### config.mk
export PLATFORM = sky130hd
export DESIGN_NAME = ps2_host_tx
export DESIGN_NICKNAME = d
export VERILOG_FILES = /design/src/rtl/ps2tx_pkg.sv /design/src/rtl/ps2tx_sync.sv /design/src/rtl/ps2tx_shifter.sv /design/src/rtl/ps2tx_flags.sv /design/src/rtl/ps2_host_tx.sv
export SDC_FILE = /design/constraint.sdc
export NUM_CORES = 1
export LEC_CHECK = 0
export BUFFER_PORTS_ARGS = -buffer_cell sky130_fd_sc_hd__clkbuf_2
export CAP_MARGIN = 40
export CORE_ASPECT_RATIO = 0.8
export CORE_MARGIN = 10
export CORE_UTILIZATION = 58
export DETAILED_ROUTE_END_ITERATION = 7
export PLACE_DENSITY_LB_ADDON = 0.2
export SLEW_MARGIN = 20
export SYNTH_ARGS = -nofsm -noshare
export SYNTH_HDL_FRONTEND = slang
export SYNTH_SLANG_ARGS = --single-unit
### constraint.sdc
create_clock -name clk -period 4.3 [get_ports clk]
set_input_delay 0.215 -clock clk [delete_from_list [all_inputs] [get_ports clk]]
set_output_delay 0.215 -clock clk [all_outputs]
set_load 0.005 [all_outputs]
### src/rtl/ps2tx_pkg.sv
package ps2tx_pkg;

    localparam int PS2_NCH    = 4;
    localparam int PS2_DATA_W = 8;

    typedef enum logic [1:0] {
        ST_IDLE  = 2'd0,
        ST_SHIFT = 2'd1,
        ST_DONE  = 2'd2
    } tx_state_e;

    typedef struct packed {
        logic ack_ok;
        logic ack_missing;
    } tx_evt_t;

endpackage

### src/rtl/ps2tx_sync.sv
module ps2tx_sync #(
    parameter int NCH = 4
) (
    input  logic           clk,
    input  logic           rst,
    input  logic [NCH-1:0] clk_raw,
    input  logic [NCH-1:0] dat_raw,
    output logic [NCH-1:0] dat_s,
    output logic [NCH-1:0] clk_fall
);

    for (genvar c = 0; c < NCH; c++) begin : g_chan
        logic c1, c2, c3, d1, d2;
        always_ff @(posedge clk) begin
            if (rst) begin
                c1 <= 1'b1;
                c2 <= 1'b1;
                c3 <= 1'b1;
                d1 <= 1'b1;
                d2 <= 1'b1;
            end else begin
                c1 <= clk_raw[c];
                c2 <= c1;
                c3 <= c2;
                d1 <= dat_raw[c];
                d2 <= d1;
            end
        end
        assign clk_fall[c] = c3 & ~c2;
        assign dat_s[c]    = d2;
    end

endmodule

### src/rtl/ps2tx_shifter.sv
module ps2tx_shifter
    import ps2tx_pkg::*;
#(
    parameter int NCH = 4,
    parameter int DW  = 8,
    localparam int CHW = (NCH > 1) ? $clog2(NCH) : 1,
    localparam int CW  = $clog2(DW + 4)
) (
    input  logic           clk,
    input  logic           rst,
    input  logic [NCH-1:0] chan_en,
    input  logic           tx_wr,
    input  logic [DW-1:0]  tx_data,
    input  logic [NCH-1:0] clk_fall,
    input  logic [NCH-1:0] dat_s,
    output tx_state_e      state,
    output logic [CHW-1:0] act_ch,
    output logic           pull_low,
    output tx_evt_t        evt
);

    localparam logic [CW-1:0] LAST_DATA = CW'(DW);
    localparam logic [CW-1:0] STOP_IDX  = CW'(DW + 1);
    localparam logic [CW-1:0] ACK_IDX   = CW'(DW + 2);

    logic [CW-1:0]  edge_cnt;
    logic [DW-1:0]  shreg;
    logic           par_bit;
    logic [CHW-1:0] sel;
    logic           any_en;
    logic           fall_act;
    logic           ack_edge;

    always_comb begin
        sel = '0;
        for (int i = NCH - 1; i >= 0; i--) begin
            if (chan_en[i]) sel = CHW'(i);
        end
    end

    assign any_en   = |chan_en;
    assign fall_act = clk_fall[act_ch];
    assign ack_edge = (state == ST_SHIFT) && any_en && fall_act && (edge_cnt == ACK_IDX);

    assign evt.ack_ok      = ack_edge && !dat_s[act_ch];
    assign evt.ack_missing = ack_edge &&  dat_s[act_ch];

    always_ff @(posedge clk) begin
        if (rst) begin
            state    <= ST_IDLE;
            act_ch   <= '0;
            edge_cnt <= '0;
            shreg    <= '0;
            par_bit  <= 1'b0;
            pull_low <= 1'b0;
        end else begin
            unique case (state)
                ST_IDLE: begin
                    if (tx_wr && any_en) begin
                        state    <= ST_SHIFT;
                        act_ch   <= sel;
                        shreg    <= tx_data;
                        par_bit  <= ~^tx_data;
                        edge_cnt <= '0;
                        pull_low <= 1'b1;
                    end
                end
                ST_SHIFT: begin
                    if (!any_en) begin
                        state    <= ST_IDLE;
                        pull_low <= 1'b0;
                    end else if (fall_act) begin
                        edge_cnt <= edge_cnt + 1'b1;
                        if (edge_cnt < LAST_DATA) begin
                            pull_low <= ~shreg[0];
                            shreg    <= shreg >> 1;
                        end else if (edge_cnt == LAST_DATA) begin
                            pull_low <= ~par_bit;
                        end else if (edge_cnt == STOP_IDX) begin
                            pull_low <= 1'b0;
                        end else begin
                            pull_low <= 1'b0;
                            state    <= dat_s[act_ch] ? ST_IDLE : ST_DONE;
                        end
                    end
                end
                ST_DONE: begin
                    state <= ST_DONE;
                end
                default: state <= ST_IDLE;
            endcase
        end
    end

    p_start_r2: assert property (@(posedge clk) disable iff (rst)
        (state == ST_IDLE && tx_wr && any_en) |=> (state == ST_SHIFT && pull_low));

    p_cnt_bound_r3: assert property (@(posedge clk) disable iff (rst)
        (state == ST_SHIFT) |-> (edge_cnt <= ACK_IDX));

    p_done_hold_r8: assert property (@(posedge clk) disable iff (rst)
        (state == ST_DONE) |=> (state == ST_DONE));

    p_abort_r9: assert property (@(posedge clk) disable iff (rst)
        (state == ST_SHIFT && !any_en) |=> (state == ST_IDLE && !pull_low));

    p_idle_wr_ignored_r12: assert property (@(posedge clk) disable iff (rst)
        (state == ST_SHIFT && tx_wr && any_en && !fall_act) |=> $stable(shreg));

endmodule

### src/rtl/ps2tx_flags.sv
module ps2tx_flags
    import ps2tx_pkg::*;
(
    input  logic    clk,
    input  logic    rst,
    input  tx_evt_t evt,
    input  logic    eot_clr,
    input  logic    err_clr,
    input  logic    irq_en,
    output logic    eot_flag,
    output logic    err_flag,
    output logic    irq
);

    always_ff @(posedge clk) begin
        if (rst) begin
            eot_flag <= 1'b0;
            err_flag <= 1'b0;
        end else begin
            if (evt.ack_ok)          eot_flag <= 1'b1;
            else if (eot_clr)        eot_flag <= 1'b0;
            if (evt.ack_missing)     err_flag <= 1'b1;
            else if (err_clr)        err_flag <= 1'b0;
        end
    end

    assign irq = eot_flag & irq_en;

    p_eot_sticky_r11: assert property (@(posedge clk) disable iff (rst)
        (eot_flag && !eot_clr) |=> eot_flag);

    p_eot_clear_r11: assert property (@(posedge clk) disable iff (rst)
        (eot_clr && !evt.ack_ok) |=> !eot_flag);

    p_err_sticky_r10: assert property (@(posedge clk) disable iff (rst)
        (err_flag && !err_clr) |=> err_flag);

endmodule

### src/rtl/ps2_host_tx.sv
module ps2_host_tx
    import ps2tx_pkg::*;
#(
    parameter int NCH = ps2tx_pkg::PS2_NCH,
    parameter int DW  = ps2tx_pkg::PS2_DATA_W,
    localparam int CHW = (NCH > 1) ? $clog2(NCH) : 1
) (
    input  logic           clk,
    input  logic           rst,
    input  logic [NCH-1:0] chan_en,
    input  logic           irq_en,
    input  logic           tx_wr,
    input  logic [DW-1:0]  tx_data,
    input  logic           eot_clr,
    input  logic           err_clr,
    input  logic [NCH-1:0] ps2_clk_in,
    input  logic [NCH-1:0] ps2_dat_in,
    output logic [NCH-1:0] ps2_clk_oe,
    output logic [NCH-1:0] ps2_dat_oe,
    output logic           busy,
    output logic           eot_flag,
    output logic           err_flag,
    output logic           irq
);

    logic [NCH-1:0] dat_s;
    logic [NCH-1:0] clk_fall;
    tx_state_e      state;
    logic [CHW-1:0] act_ch;
    logic           pull_low;
    tx_evt_t        evt;

    ps2tx_sync #(.NCH(NCH)) u_sync (
        .clk      (clk),
        .rst      (rst),
        .clk_raw  (ps2_clk_in),
        .dat_raw  (ps2_dat_in),
        .dat_s    (dat_s),
        .clk_fall (clk_fall)
    );

    ps2tx_shifter #(.NCH(NCH), .DW(DW)) u_shift (
        .clk      (clk),
        .rst      (rst),
        .chan_en  (chan_en),
        .tx_wr    (tx_wr),
        .tx_data  (tx_data),
        .clk_fall (clk_fall),
        .dat_s    (dat_s),
        .state    (state),
        .act_ch   (act_ch),
        .pull_low (pull_low),
        .evt      (evt)
    );

    ps2tx_flags u_flags (
        .clk      (clk),
        .rst      (rst),
        .evt      (evt),
        .eot_clr  (eot_clr),
        .err_clr  (err_clr),
        .irq_en   (irq_en),
        .eot_flag (eot_flag),
        .err_flag (err_flag),
        .irq      (irq)
    );

    assign busy       = (state == ST_SHIFT);
    assign ps2_clk_oe = {NCH{state == ST_DONE}};
    assign ps2_dat_oe = (busy && pull_low) ? (NCH'(1) << act_ch) : '0;

    p_dat_onehot_r13: assert property (@(posedge clk) disable iff (rst)
        $onehot0(ps2_dat_oe));

    p_eot_clamp_r6: assert property (@(posedge clk) disable iff (rst)
        $rose(eot_flag) |-> (&ps2_clk_oe && ps2_dat_oe == '0 && !busy));

    p_err_idle_r10: assert property (@(posedge clk) disable iff (rst)
        $rose(err_flag) |-> (!busy && ps2_clk_oe == '0 && ps2_dat_oe == '0));

    p_irq_needs_eot_r7: assert property (@(posedge clk) disable iff (rst)
        irq |-> eot_flag);

endmodule

==> flow_metrics.tcl <==
set metrics [dict create \
    setup_viol 0 \
    synth_edf_count 0 \
    netlist_area_mm2 0.00184 \
    layout.cell_area.non_filler_mm2 0.00210 \
    globalRoute.totalOverflow 0 \
    cts.hold.buffers_added 0 \
    finalSetupTns_ps 0 \
    finalMaxSlewViolations 0 \
    worst_hold_slack_ps 100 \
    clock_sinks 40 \
    max_cap_viols 0 \
    cts-buffers-inserted 5 \
    grt_max_degree 44 \
    critical_path_cell_count 6 \
    postCtsResizedCells 0 \
    starting_drt_drc_count 85 \
    clock-root-buffer "clkbuf_8" \
    synthesis.instances 189 \
    clk_skew_ps 1.32 \
    drc_errors 0 \
    grt_usage_pct 13.3 \
    worst_slew_margin_pct 47.6 \
    power_mw 0.810 \
    irDropWorstVdd_mv 0.279 \
    worst_path_slowest_cell "o21ai_4" \
    clk_path_buf_depth 2 \
    ys_seq_elements 40 \
    first_global_vias 1396 \
    worst_setup_hold_path_clk_slew_ps 70 \
    area_growth_from_synthesis_to_final_layout_pct 14.1 \
    critical_path.top_delay_family "compound AO/OA/AOI/OAI gates" \
    cts_htree_levels 2 \
    path_cells "nand2b_1 > inv_1 > nand2_2 > o21ai_4 > a21oi_1 > a211oi_2" \
    port_buffers 37 \
    antenna_found_initial 0 \
    min-delay-start "ps2_dat_in[2]" \
    hold_violations 0 \
    synth_most_common_cell "dfxtp_1" \
    path_buf_inv 1 \
    reg2reg_to "u_shift.shreg[5]$_SDFFE_PP0P_" \
    synth_seq_area_share_pct 43.5 \
    max_freq_mhz 458 \
    ff2ff_path_depth 6 \
    num_antenna_cells 0 \
    r2r_start "u_shift.state[1]$_SDFFE_PP0P_" \
    postSynthAreaPerCell_um2 9.74 \
    ff2ff_setup_slack_ps 2120 \
    p_leak_nw 0.818 \
    final_util_pct 68.5 \
    synth_top_cells_by_area "dfxtp_1 44%, or2_2 6.8%, a211oi_2 4.8%, xnor2_1 4.3%, a21oi_1 3.8%" \
    start_util_pct 60.1 \
    fp.coreArea_mm2 0.00306 \
    setup_buffers_after_cts 0 \
    fin_crit_ps 2180 \
    min_period_over_period_pct 50.8 \
    asyncSetResetFlopFracSynth_pct 0 \
    timing.critical_path.from_type "flip-flop" \
    timing_worst_slew_pin_value_ps 787 \
    fillers 261 \
    insertion_delay_ps 290 \
    place_inst 252 \
    tritoncts "yes" \
    synth_top_area_share_pct 43.5 \
    grt_first_pass_wirelength_mm 6.44 \
    drt-total-wl_mm 3.88 \
    design.portCount 38 \
    antenna_violating_nets_post_route 0 \
    grt_setup_unrepaired "no" \
    crit_required_ps 4500 \
    postSynthNetCount 219 \
    post_dr_vias_cell 5.48 \
    gp_congestion 0.799 \
    synth.top_cells.by_count "40 x dfxtp_1, 20 x or2_2, 14 x a21oi_1, 11 x nor2_1, 11 x o21ai_0" \
    outcome "finished, final reports clean" \
    routed-via-count 1424 \
    timing.final.ws_setup_ps 2120 \
    die_area_mm2 0.00584 \
    worstSetupPathType "flip-flop to flip-flop" \
    hpwl_mm 2.86 \
    min_delay_worst_endpoint "u_sync.g_chan[2].d1$_SDFF_PP1_" \
    most_used_dff_post_synth "dfxtp_1" \
    end_kind "flip-flop" \
    non_filler_cells_in_the_finished_layout 260 \
    nets 249 \
    die_width_um 83.0 \
    whs_path_depth 2 \
    power_density_mw_per_mm2 386 \
    worst_ep_arrival_time_ps 2380 \
    cpPeakStageDelay_ps 470 \
    post-place-ws_ps 2190 \
    synth_cell_types 45 \
    avgRoutedWirePerCell_um 14.9 \
    worst_hold_path_type "input pin to flip-flop" \
    post_dp_cell_area_mm2 0.00199 \
    synth.largest_area_cell "dfxtp_1" \
    worst-path-max-fanout 16 \
    detailedRoute.firstPassIterationCount 4 \
    yosysWarnings 0 \
    final_layout_size_suffix_gt1_share_pct 38.2 \
    die-height_um 70.4 \
    rows 18 \
]
-- cells by family (layout without fill, tap and decap cells) --
group	after synthesis	count (layout)	share of synthesized area, %
adders and majority gates	4	4	2.72
and+or+nand+nor	74	74	26.0
AOI/OAI and AO/OA	41	41	16.2
muxes	1	1	1.22
xor gates and xnor gates	9	9	4.28
DFF	40	40	43.5
buffers and inverters	20	51	5.98
-- metal layers --
| metal | up-vias | routed length (um) | global-route usage, % |
|---|---|---|---|
| met1 | 653 | 1780 | 16.2 |
| li1 | 714 | - | - |
| met3 | 9 | 280 | 4.98 |
| met2 | 48 | 1760 | 20.5 |
| met5 | - | 0 | 0 |
| met4 | 0 | 61 | 5.09 |
-- report_power, final --
| group | total [mW] | leakage (nW) | switching, mW | internal (mW) |
|---|---|---|---|---|
| combinational | 0.110 | 0.435 | 0.0616 | 0.0486 |
| clock | 0.296 | 0.0541 | 0.125 | 0.171 |
| sequential | 0.404 | 0.329 | 0.0121 | 0.391 |
| total | 0.810 | 0.818 | 0.199 | 0.611 |
-- final cells by class --
cell class | count | area [um2] | area share [%]
tap | 40 | 50.0 | 2.38
timing repair buffer | 37 | 185 | 8.82
clock buffer | 5 | 68.8 | 3.28
multi-input combinational | 129 | 930 | 44.3
clock inverter | 3 | 42.5 | 2.03
inverter | 6 | 22.5 | 1.07
sequential | 40 | 801 | 38.1
-- sequential cells by signal, indices dropped and copies added, names as in the netlist --
signal            count
u_flags.eot_flag      1
u_flags.err_flag      1
u_shift.act_ch        2
u_shift.edge_cnt      4
u_shift.par_bit       1
u_shift.pull_low      1
u_shift.shreg         8
u_shift.state         2
u_sync.g_chan.c1      4
u_sync.g_chan.c2      4
u_sync.g_chan.c3      4
u_sync.g_chan.d1      4
u_sync.g_chan.d2      4
-- cell usage in the layout (no fill, tap or decap), types with 2 or more instances in the layout --
cell	instances
dfxtp_1	40
clkbuf_2	37
or2_2	20
a21oi_1	14
nor2_1	11
o21ai_0	11
xnor2_1	9
nor3_1	7
or3_1	7
a211oi_2	7
inv_1	6
nand3_1	5
nand2_1	5
clkbuf_8	5
ha_1	4
nand2b_1	2
-- how the worst max path moves through the flow --
stage                                     to  slack [ps]                           start
4_1_cts        u_shift.shreg[2]$_SDFFE_PP0P_        2150   u_shift.state[1]$_SDFFE_PP0P_
6_report       u_shift.shreg[5]$_SDFFE_PP0P_        2120   u_shift.state[1]$_SDFFE_PP0P_
5_1_grt        u_shift.shreg[1]$_SDFFE_PP0P_        1940   u_shift.state[0]$_SDFFE_PP0P_
3_3_place_gp   u_shift.shreg[2]$_SDFFE_PP0P_        2400   u_shift.state[1]$_SDFFE_PP0P_
2_1_floorplan  u_shift.shreg[0]$_SDFFE_PP0P_        2630  u_shift.act_ch[1]$_SDFFE_PP0P_
3_5_place_dp   u_shift.shreg[2]$_SDFFE_PP0P_        2190   u_shift.state[0]$_SDFFE_PP0P_
No activity file was read; power rests on OpenSTA's default activity.
